File: config.mk
export PLATFORM = sky130hd
export DESIGN_NAME = mdio_master
export DESIGN_NICKNAME = d
export VERILOG_FILES = /design/src/rtl/mdio_pkg.sv /design/src/rtl/mdio_clkdiv.sv /design/src/rtl/mdio_engine.sv /design/src/rtl/mdio_regs.sv /design/src/rtl/mdio_master.sv
export SDC_FILE = /design/constraint.sdc
export NUM_CORES = 1
export LEC_CHECK = 0
export ABC_AREA = 1
export BUFFER_PORTS_ARGS = -buffer_cell sky130_fd_sc_hd__buf_4
export CAP_MARGIN = 15
export CORE_UTILIZATION = 40
export CTS_BUF_LIST = sky130_fd_sc_hd__clkbuf_2 sky130_fd_sc_hd__clkbuf_4 sky130_fd_sc_hd__clkbuf_8
export CTS_CLUSTER_DIAMETER = 200
export DETAILED_ROUTE_END_ITERATION = 16
export HOLD_SLACK_MARGIN = 0.03
export MAX_ROUTING_LAYER = met4
export PLACE_DENSITY_LB_ADDON = 0.1
export RECOVER_POWER = 25
export SLEW_MARGIN = 10
export SYNTH_ARGS = -nofsm -noshare
export SYNTH_HDL_FRONTEND = slang
export SYNTH_HIERARCHICAL = 1
export SYNTH_SLANG_ARGS = --single-unit
File: constraint.sdc
create_clock -name clk -period 1.35 [get_ports clk]
set_input_delay 0.0675 -clock clk [delete_from_list [all_inputs] [get_ports clk]]
set_output_delay 0.0675 -clock clk [all_outputs]
set_load 0.1 [all_outputs]
File: src/rtl/mdio_pkg.sv
package mdio_pkg;

    localparam int BUS_W      = 32;
    localparam int PHY_W      = 5;
    localparam int REG_W      = 5;
    localparam int DAT_W      = 16;
    localparam int FRAME_BITS = 64;
    localparam int PRE_BITS   = 32;
    localparam int TA_IDX     = 46;
    localparam int DATA_IDX   = 48;
    localparam int IDX_W      = $clog2(FRAME_BITS);

    localparam int OFF_STAT   = 'h0;
    localparam int OFF_CMD    = 'h8;
    localparam int OFF_RES    = 'hC;

    localparam int CMD_GO     = 31;
    localparam int CMD_PHY_LO = 25;
    localparam int CMD_REG_LO = 20;
    localparam int CMD_DAT_LO = 4;
    localparam int CMD_RD     = 2;
    localparam int CMD_WR     = 1;

    localparam int ST_PEND    = 2;
    localparam int ST_BUSY    = 3;

    typedef struct packed {
        logic             rd;
        logic [PHY_W-1:0] phy;
        logic [REG_W-1:0] regad;
        logic [DAT_W-1:0] wdata;
    } mdio_cmd_t;

    typedef struct packed {
        logic             err;
        logic [DAT_W-1:0] data;
    } mdio_res_t;

    function automatic logic [FRAME_BITS-1:0] build_frame(input mdio_cmd_t c);
        logic [1:0]       op;
        logic [1:0]       ta;
        logic [DAT_W-1:0] body;
        op   = c.rd ? 2'b10 : 2'b01;
        ta   = c.rd ? 2'b11 : 2'b10;
        body = c.rd ? {DAT_W{1'b1}} : c.wdata;
        return {{PRE_BITS{1'b1}}, 2'b01, op, c.phy, c.regad, ta, body};
    endfunction

    function automatic mdio_cmd_t decode_cmd(input logic [BUS_W-1:0] w);
        mdio_cmd_t c;
        c.rd    = w[CMD_RD];
        c.phy   = w[CMD_PHY_LO +: PHY_W];
        c.regad = w[CMD_REG_LO +: REG_W];
        c.wdata = w[CMD_DAT_LO +: DAT_W];
        return c;
    endfunction

endpackage

File: src/rtl/mdio_clkdiv.sv
module mdio_clkdiv #(
    parameter int DIV_HALF = 2
) (
    input  logic clk,
    input  logic rst,
    input  logic en,
    output logic mdc,
    output logic rise,
    output logic fall
);
    localparam int CW = (DIV_HALF > 1) ? $clog2(DIV_HALF) : 1;
    localparam logic [CW-1:0] LAST = CW'(DIV_HALF - 1);

    logic [CW-1:0] cnt;
    logic          wrap;

    assign wrap = en && (cnt == LAST);
    assign rise = wrap && !mdc;
    assign fall = wrap && mdc;

    always_ff @(posedge clk) begin
        if (rst || !en) begin
            cnt <= '0;
            mdc <= 1'b0;
        end else if (wrap) begin
            cnt <= '0;
            mdc <= ~mdc;
        end else begin
            cnt <= cnt + 1'b1;
        end
    end
endmodule

File: src/rtl/mdio_engine.sv
module mdio_engine
    import mdio_pkg::*;
(
    input  logic      clk,
    input  logic      rst,
    input  logic      pending,
    input  mdio_cmd_t cmd,
    input  logic      rise,
    input  logic      fall,
    input  logic      mdio_i,
    output logic      take,
    output logic      active,
    output logic      mdio_o,
    output logic      mdio_oe,
    output mdio_res_t res
);
    localparam logic [IDX_W-1:0] LAST_IDX = IDX_W'(FRAME_BITS - 1);
    localparam logic [IDX_W-1:0] TA2_IDX  = IDX_W'(TA_IDX + 1);
    localparam logic [IDX_W-1:0] TA1_IDX  = IDX_W'(TA_IDX);
    localparam logic [IDX_W-1:0] DAT_IDX  = IDX_W'(DATA_IDX);

    logic [FRAME_BITS-1:0] shreg;
    logic [IDX_W-1:0]      idx;
    logic                  rd_q;
    logic                  err_q;
    logic [DAT_W-1:0]      rx;

    assign take    = pending && !active;
    assign mdio_o  = active && shreg[FRAME_BITS-1];
    assign mdio_oe = active && !(rd_q && (idx >= TA1_IDX));

    always_ff @(posedge clk) begin
        if (rst) begin
            active <= 1'b0;
            shreg  <= '0;
            idx    <= '0;
            rd_q   <= 1'b0;
            err_q  <= 1'b0;
            rx     <= '0;
            res    <= '0;
        end else if (take) begin
            active <= 1'b1;
            shreg  <= build_frame(cmd);
            idx    <= '0;
            rd_q   <= cmd.rd;
            err_q  <= 1'b0;
        end else if (active) begin
            if (rise && rd_q) begin
                if (idx == TA2_IDX)
                    err_q <= mdio_i;
                else if (idx >= DAT_IDX)
                    rx <= {rx[DAT_W-2:0], mdio_i};
            end
            if (fall) begin
                if (idx == LAST_IDX) begin
                    active <= 1'b0;
                    if (rd_q) begin
                        res.err  <= err_q;
                        res.data <= rx;
                    end
                end else begin
                    idx   <= idx + 1'b1;
                    shreg <= {shreg[FRAME_BITS-2:0], 1'b0};
                end
            end
        end
    end
endmodule

File: src/rtl/mdio_regs.sv
module mdio_regs
    import mdio_pkg::*;
#(
    parameter int ADDR_W = 4
) (
    input  logic              clk,
    input  logic              rst,
    input  logic [ADDR_W-1:0] bus_addr,
    input  logic              bus_we,
    input  logic [BUS_W-1:0]  bus_wdata,
    output logic [BUS_W-1:0]  bus_rdata,
    input  logic              take,
    input  logic              active,
    input  mdio_res_t         res,
    output logic              pending,
    output mdio_cmd_t         cmd
);
    localparam logic [ADDR_W-1:0] A_STAT = ADDR_W'(OFF_STAT);
    localparam logic [ADDR_W-1:0] A_CMD  = ADDR_W'(OFF_CMD);
    localparam logic [ADDR_W-1:0] A_RES  = ADDR_W'(OFF_RES);

    logic accept;
    logic busy;

    assign accept = bus_we && (bus_addr == A_CMD) && bus_wdata[CMD_GO]
                  && (bus_wdata[CMD_RD] || bus_wdata[CMD_WR]) && !pending;
    assign busy   = pending || active;

    always_ff @(posedge clk) begin
        if (rst) begin
            pending <= 1'b0;
            cmd     <= '0;
        end else if (accept) begin
            pending <= 1'b1;
            cmd     <= decode_cmd(bus_wdata);
        end else if (take) begin
            pending <= 1'b0;
        end
    end

    always_comb begin
        bus_rdata = '0;
        case (bus_addr)
            A_STAT: begin
                bus_rdata[ST_PEND] = pending;
                bus_rdata[ST_BUSY] = busy;
            end
            A_RES: bus_rdata[DAT_W+1:0] = {res.err, res.err, res.data};
            default: bus_rdata = '0;
        endcase
    end
endmodule

File: src/rtl/mdio_master.sv
module mdio_master
    import mdio_pkg::*;
#(
    parameter int DIV_HALF = 2,
    parameter int ADDR_W   = 4
) (
    input  logic              clk,
    input  logic              rst,
    input  logic [ADDR_W-1:0] bus_addr,
    input  logic              bus_we,
    input  logic [31:0]       bus_wdata,
    output logic [31:0]       bus_rdata,
    output logic              mdc,
    output logic              mdio_o,
    output logic              mdio_oe,
    input  logic              mdio_i
);
    logic      pending;
    logic      take;
    logic      eng_active;
    logic      tick_rise;
    logic      tick_fall;
    mdio_cmd_t cmd;
    mdio_res_t res;

    mdio_regs #(.ADDR_W(ADDR_W)) u_regs (
        .clk      (clk),
        .rst      (rst),
        .bus_addr (bus_addr),
        .bus_we   (bus_we),
        .bus_wdata(bus_wdata),
        .bus_rdata(bus_rdata),
        .take     (take),
        .active   (eng_active),
        .res      (res),
        .pending  (pending),
        .cmd      (cmd)
    );

    mdio_clkdiv #(.DIV_HALF(DIV_HALF)) u_div (
        .clk (clk),
        .rst (rst),
        .en  (eng_active),
        .mdc (mdc),
        .rise(tick_rise),
        .fall(tick_fall)
    );

    mdio_engine u_eng (
        .clk    (clk),
        .rst    (rst),
        .pending(pending),
        .cmd    (cmd),
        .rise   (tick_rise),
        .fall   (tick_fall),
        .mdio_i (mdio_i),
        .take   (take),
        .active (eng_active),
        .mdio_o (mdio_o),
        .mdio_oe(mdio_oe),
        .res    (res)
    );
endmodule

==> key figures, run 1 <==
Layout
  • Diodes inserted: 0
  • Fillers: around 1.4k
  • Area of the multi-input gates: 2840 sq um
  • Area Overhead vs Synth: 34.6%
  • Share of layout cells above drive strength 1: 24.3%
  • Core Util, Final: between 50% and 60%
  • Fin nets: slightly below 1k
  • FF/Latch Area: ~2700 sq um

Detailed routing
  • DR vias: 5,186
  • Drt total wl: around 13,000 microns
  • Post-route DRC: 0
  • Pre-Repair DR Iteration Count: 4
  • Detailed Route Iter0 Violations: 265
  • Routed WL per cell: between 10 and 15 microns
  • Post-route ant nets: 0
  • Post-DR vias/cell: around 4.7

Floorplanning
  • Die Span Y: approximately 120 microns
  • DIE AREA: approximately 15,000 sq um
  • Core area: approximately 14,000 sq um
  • Num ports: 75
  • Die width: between 100 and 150 microns
  • Initial Utilization: around two fifths
  • Row count: 43

Setup path
  • Register-to-Register Path Depth: 10
  • Worst-path fanout max: 2
  • Reg-to-reg critical path startpoint: u_eng/idx[1]$_SDFFE_PP0P_
  • Crit start category: flop
  • Crit path kind: flop to output pin
  • Reg-to-Reg End: u_eng/shreg[53]$_SDFFE_PP0P_
  • Worst path required time: about 1.3 ns
  • R2r setup slk: -0.24 ns
  • CP Data Arrival Time: between 1.5 and 2 ns
  • Setup crit end kind: output pin

Synthesis
  • EDFF count, synth: 0
  • Mapped Area: 5870 sq um
  • Synth Area per Inst: approximately 7.2 sq um
  • Synth Instances: ~800
  • Cell taking the most area after synthesis: dfxtp_1
  • Top cells by area, synth: dfxtp_1 (46%), nor2_1 (14%), o21ai_0 (6.6%)
  • Most numerous cell in the Yosys netlist: nor2_1
  • Ys async rst share: 0%
  • Top FF cell, synth: dfxtp_1
  • Register area share after synthesis: a little under half
  • Synthesis Warnings: 6
  • Top-area cell type share of the netlist area: about 46%
  • Commonest cells post-synth: nor2_1 (221), dfxtp_1 (136), nand2_1 (79)
  • Yosys reg bits: 136
  • Yosys cell types: 33

Min path
  • Worst Hold Endpoint: u_eng/shreg[17]$_SDFFE_PP0P_
  • Worst hold path depth: 4
  • Hold path start: rst
  • Worst hold path class: input port to flop

Timing
  • Final Hold Viols: 0
  • Worst rel slew slack: 55.4%
  • Min Clock Period, post-route: roughly 1.7 ns
  • Setup violators final: between 100 and 150
  • Slew Limit Fails: 0
  • Final worst slack: -0.302 ns
  • RSZ-0062 raised after global routing: yes
  • Post-Route Setup TNS: -14.27 ns
  • Layout Skew: ~0.011 ns
  • Crit share post-route: 122%
  • Max Fclk: ~0.61 GHz
  • Slew of the pin with the lowest slew margin: 0.665 ns

Power and ir drop
  • Sw frac: a little under a quarter
  • P_sw: roughly 1.8 mW
  • Power per Cell Area: between 1000 and 1500 nW/um^2
  • Comb power frac: roughly 8.4%
  • Sequential share of power: between 50 and 60%
  • Static leakage: roughly 3.3 nW
  • Internal power: between 6 and 7 mW
  • Clock power frac: 40.6%
  • Worst vdd ir: approximately 0.52 mV

Global routing
  • GRT Total Usage: approximately a fifth
  • Largest net degree at the start of global routing: between 40 and 50
  • First-pass GRT wire length: around 22,000 microns
  • GRT overflow: 0
  • Initial antenna violation count: 0
  • Vias in the first global route: between 4k and 5k

Clocking
  • Inserted Clock Buffers: 17
  • Num Clock Sinks: between 100 and 150
  • H-Tree Level Count: 4
  • CTS tree: yes
  • CTS max path bufs: 2
  • Root Driver: clkbuf_8
  • Clock-pin slew on the worst setup and hold paths: about 0.07 ns
  • Clock latency on the worst-skew pair: 0.43 ns

Run status
  • Status: complete, but fails checks
  • Failing checks: setup timing

Flow run
  • Max Cap Viol: 0

Placed design
  • PortBufs: 57
  • Placer Congestion: between 0.7 and 0.8
  • Detail Placement HPWL: a little over 8000 microns
worst max-delay path by stage:
| stage | startpoint | end | cells after the start |
|---|---|---|---|
| floorplan | bus_addr[0] | bus_rdata[0] | 5 |
| global placement | u_eng/idx[0]$_SDFFE_PP0P_ | u_eng/shreg[23]$_SDFFE_PP0P_ | 8 |
| detailed placement | u_eng/active$_SDFF_PP0_ | u_eng/res[11]$_SDFFE_PP0P_ | 7 |
| CTS | u_eng/idx[1]$_SDFFE_PP0P_ | mdio_oe | 6 |
| global route | u_eng/idx[1]$_SDFFE_PP0P_ | mdio_oe | 6 |
| finish | u_eng/idx[1]$_SDFFE_PP0P_ | mdio_oe | 6 |
cell families after synthesis:
logic type | Yosys count | share of synthesized area [%]
XOR/XNOR | 2 | 0.298
flip-flops | 136 | 46.4
adder cells (fa/ha/maj) | 2 | 0.426
other | 1 | 0.0639
AND/OR/NAND/NOR | 384 | 28.1
AO/OA/AOI/OAI | 155 | 13.6
buffers and inverters | 130 | 11.1
stage by stage:
step           power, mW  hold slack, ns  instance area [sq um]  worst slack (ns)  std cells
2_1_floorplan       4.61           0.130                   6160            -0.422        823
3_3_place_gp        4.73           0.324                   6800           -0.0585       1043
3_5_place_dp        4.73           0.354                   6800            -0.103       1043
4_1_cts             8.03          0.0430                   7850            -0.385       1112
5_1_grt             8.26          0.0644                   7900            -0.400       1114
6_report            7.94          0.0790                   7900            -0.302       1114
final cells by class:
| cell class | instances | share of cell area [%] |
|---|---|---|
| clock buffer | 23 | 3.85 |
| clock inverter | 4 | 0.887 |
| inverter | 69 | 3.34 |
| multi-input combinational | 558 | 35.9 |
| sequential | 136 | 34.6 |
| tap | 180 | 2.85 |
| timing repair buffer | 144 | 18.5 |
power by group through the flow:
stage          Combinational [mW]  Clock (mW)  Sequential (mW)
2_1_floorplan               0.461           0             4.15
3_3_place_gp                0.578           0             4.15
3_5_place_dp                0.584           0             4.15
4_1_cts                     0.665        3.31             4.06
5_1_grt                     0.730        3.47             4.06
6_report                    0.664        3.22             4.06
flip-flops by register name (all words and copies together) (netlist names):
signal,flops
u_div/cnt,1
u_div/mdc,1
u_eng/active,1
u_eng/err_q,1
u_eng/idx,6
u_eng/rd_q,1
u_eng/res,17
u_eng/rx,16
u_eng/shreg,64
u_regs/cmd,27
u_regs/pending,1
placed cells by master, fill, tap and decap left out, types with 2 or more instances in the layout:
| master | synthesis | routed |
|---|---|---|
| dfxtp_2 | 0 | 2 |
| nor2_4 | 4 | 22 |
| buf_4 | 16 | 84 |
| a21oi_2 | 5 | 8 |
| nor2_1 | 221 | 201 |
| dfxtp_4 | 0 | 3 |
| bufbuf_16 | 0 | 3 |
| clkbuf_4 | 0 | 2 |
| nor3_1 | 8 | 7 |
| xor2_1 | 2 | 2 |
| nand3_1 | 53 | 48 |
| nor2_2 | 1 | 4 |
| nand2_4 | 2 | 2 |
| clkinv_2 | 0 | 2 |
| buf_12 | 0 | 13 |
| a21oi_1 | 67 | 64 |
| inv_4 | 0 | 2 |
| nand2_2 | 6 | 7 |
| conb_1 | 1 | 14 |
| inv_1 | 68 | 59 |
| nand2_1 | 79 | 77 |
| bufinv_16 | 0 | 2 |
| o21ai_0 | 78 | 27 |
| buf_6 | 8 | 10 |
| inv_2 | 0 | 7 |
| nand2_8 | 0 | 2 |
| dfxtp_1 | 136 | 131 |
| dlygate4sd3_1 | 0 | 28 |
| clkbuf_8 | 0 | 21 |
| nand3_2 | 2 | 7 |
| o21ai_1 | 1 | 45 |
| nor3_2 | 3 | 4 |
| o22ai_4 | 0 | 2 |
| o21ai_2 | 0 | 7 |
metal layers:
| metal | global-route usage (%) | share of wire (%) | wire (microns) |
|---|---|---|---|
| met5 | - | 0 | 0 |
| met4 | 8.13 | 1.7 | 216 |
| met3 | 4.57 | 3.9 | 510 |
| met2 | 30.8 | 47 | 6120 |
| met1 | 23.5 | 48 | 6240 |
worst max-delay path, cell delays in order, from the launching register on:
cell     delay, ns
dfxtp_2       0.33
buf_6         0.12
ha_4          0.16
nor2_4        0.10
o31ai_4       0.06
a21oi_2       0.19
buf_12        0.20
repair_timing:
item,CTS,global route
hold buffers,28,0
endpoints found under the hold margin,29,0
cloned,6,1
setup endpoints to repair,90,120
buffers inserted,9,1
pin swaps,6,5
resized for setup,50,14
Power figures use the tool's default switching activity.
==> run 2: changes to the inputs <==
- CORE_UTILIZATION: 40 -> 54
==> run 2 against run 1 <==
The run still ends with setup timing left. Sequential share of layout area fell by 4.3 points. Routed wire length increased by 49%. Clock power grew 4%. Via count is 19% higher. Worst hold slack worse by 0.0087 ns. Global-route usage rose by 12 points.
==> key figures, run 2 (synthesis results as in run 1) <==
Detailed routing
  • Drt total wl: 19,500 microns (was 13,100 microns)
  • Detailed Route Iter0 Violations: 438 (was 265)
  • Pre-Repair DR Iteration Count: 5 (was 4)
  • Routed WL per cell: 17.7 microns (was 11.7 microns)
  • Post-DR vias/cell: 5.59 (was 4.66)
  • Post-route DRC: 0 (unchanged)
  • Post-route ant nets: 0 (unchanged)
  • DR vias: 6,170 (was 5,186)

Timing
  • Setup violators final: 109 (was 106)
  • Max Fclk: 0.576 GHz (was 0.605 GHz)
  • Crit share post-route: 129% (was 122%)
  • Final hold slack: 0.0703 ns (was 0.0790 ns)
  • Final Hold Viols: 0 (unchanged)
  • Min Clock Period, post-route: 1.74 ns (was 1.65 ns)
  • Slew of the pin with the lowest slew margin: 0.694 ns (was 0.665 ns)
  • Layout Skew: 0.00955 ns (was 0.0111 ns)
  • RSZ-0062 raised after global routing: yes (unchanged)
  • Slew Limit Fails: 0 (unchanged)
  • Worst rel slew slack: 53.4% (was 55.4%)
  • Final worst slack: -0.386 ns (was -0.302 ns)

Global routing
  • Largest net degree at the start of global routing: 56 (was 49)
  • Vias in the first global route: 5,675 (was 4,885)
  • First-pass GRT wire length: 27,100 microns (was 22,500 microns)
  • Initial antenna violation count: 0 (unchanged)
  • GRT Total Usage: 31.2% (was 19.3%)
  • GRT overflow: 0 (unchanged)

Clocking
  • Inserted Clock Buffers: 17 (unchanged)
  • Root Driver: clkbuf_8 (unchanged)
  • Clock-pin slew on the worst setup and hold paths: 0.08 ns (was 0.07 ns)
  • CTS max path bufs: 2 (unchanged)
  • H-Tree Level Count: 4 (unchanged)
  • Num Clock Sinks: 136 (unchanged)
  • CTS tree: yes (unchanged)
  • Clock latency on the worst-skew pair: 0.45 ns (was 0.43 ns)

Setup path
  • Crit path kind: flop to output pin (unchanged)
  • Worst path required time: 1.28 ns (about the same)
  • CP Data Arrival Time: 1.67 ns (was 1.58 ns)
  • Worst-path fanout max: 3 (was 2)
  • Crit start category: flop (unchanged)
  • Setup crit end kind: output pin (unchanged)

Power and ir drop
  • Static leakage: 3.73 nW (was 3.27 nW)
  • Power, Total: 8.16 mW (was 7.94 mW)
  • Power per Cell Area: 903 nW/um^2 (was 1000 nW/um^2)
  • Worst vdd ir: 0.719 mV (was 0.518 mV)

Layout
  • Most flops, register: u_eng/shreg (unchanged)
  • Share of layout cells above drive strength 1: 38.1% (was 24.3%)
  • Most frequent cells in the layout: nor2_1 (146), dfxtp_1 (129), buf_4 (72), nand2_1 (72), inv_1 (57) (was nor2_1 (201), dfxtp_1 (131), buf_4 (84), nand2_1 (77), a21oi_1 (64))
  • Fin nets: 997 (was 968)
  • Diodes inserted: 0 (unchanged)
  • Top flop regs: u_eng/shreg (64), u_regs/cmd (27), u_eng/res (17) (unchanged)
  • Area Overhead vs Synth: 53.8% (was 34.6%)
  • Commonest non-fill, non-tap cell in the layout: nor2_1 (unchanged)
  • Finished Layout Cells: 1,104 (was 1,114)
  • Number of flip-flops in the largest register: 64 (unchanged)
  • Post-route cell area: 9030 sq um (was 7900 sq um)

Floorplanning
  • Initial Utilization: 56.4% (was 41.7%)
  • Die width: 106 microns (was 123 microns)
  • Row count: 37 (was 43)
  • Num ports: 75 (unchanged)
  • DIE AREA: 11,300 sq um (was 15,200 sq um)
  • Core area: 10,400 sq um (was 14,100 sq um)
  • Die Span Y: 106 microns (was 123 microns)

Run status
  • Failing checks: setup timing (unchanged)
  • Status: complete, but fails checks (unchanged)

Min path
  • Worst hold path class: input port to flop (unchanged)

Placed design
  • Area post-placement: 6680 sq um (was 6800 sq um)
  • Detail Placement HPWL: 7830 microns (was 8150 microns)
  • PortBufs: 57 (unchanged)
  • Inst Count DP: 992 (was 1,043)
  • Placer Congestion: 0.765 (was 0.770)

Flow run
  • Max Cap Viol: 0 (unchanged)
==> run 2: stage by stage <==
step | TNS (ns) | util, % | setup slack (ns)
floorplan | -9.83 | - | -0.422
global placement | -2.63 | 64.2 | -0.0645
detailed placement | -5.86 | 64.2 | -0.108
CTS | -16.54 | 81.9 | -0.386
global route | -31.43 | 86.7 | -0.453
finish | -27.07 | 86.7 | -0.386
==> run 2: worst max-delay path, stage by stage, from the launching register on <==
cell and delay [ns]:
dfxtp_2 0.34, buf_6 0.12, buf_4 0.14, nor2_4 0.10, o31ai_2 0.08, a21oi_2 0.21, buf_8 0.23
==> run 2: worst paths after layout <==
kind | from | endpoint | slack (ns) | cells past startpoint
setup / recovery | u_eng/idx[1]$_SDFFE_PP0P_ | mdio_oe | -0.39 | 6
hold / removal | rst | u_eng/shreg[1]$_SDFFE_PP0P_ | 0.07 | 4
setup reg to reg | u_eng/idx[0]$_SDFFE_PP0P_ | u_eng/shreg[11]$_SDFFE_PP0P_ | -0.36 | 11
hold reg to reg | u_eng/res[4]$_SDFFE_PP0P_ | u_eng/res[4]$_SDFFE_PP0P_ | 0.47 | 2
==> run 2: where the power goes <==
group          total [mW]  switching (mW)  leakage (nW)  internal (mW)
logic               0.753           0.476          2.44          0.278
registers            4.07          0.0315          1.10           4.04
clock network        3.34            1.70         0.184           1.64
total                8.16            2.21          3.73           5.95
==> run 2: per-layer routing <==
layer	vias to the layer above	GRT usage, %	wire, microns
met4	0	12.7	743
met5	-	-	0
met3	82	6.44	1530
met1	2861	35.5	7390
li1	2857	-	-
met2	370	53.5	9870
==> run 2: layout make-up <==
type                       count  area [sq um]
inverter                      69           274
fill                         493          1390
tap                          136           170
sequential                   136          2740
clock inverter                15           154
timing repair buffer         173          2110
clock buffer                  17           234
multi-input combinational    558          3350
==> run 2: timing repair <==
action | CTS | global route
gates resized for setup | 138 | 121
pin swaps | 31 | 26
gates cloned | 17 | 2
buffers inserted | 24 | 14
endpoints found under the setup margin | 104 | 129
endpoints found under the hold margin | 31 | 0
hold buffers | 29 | 0
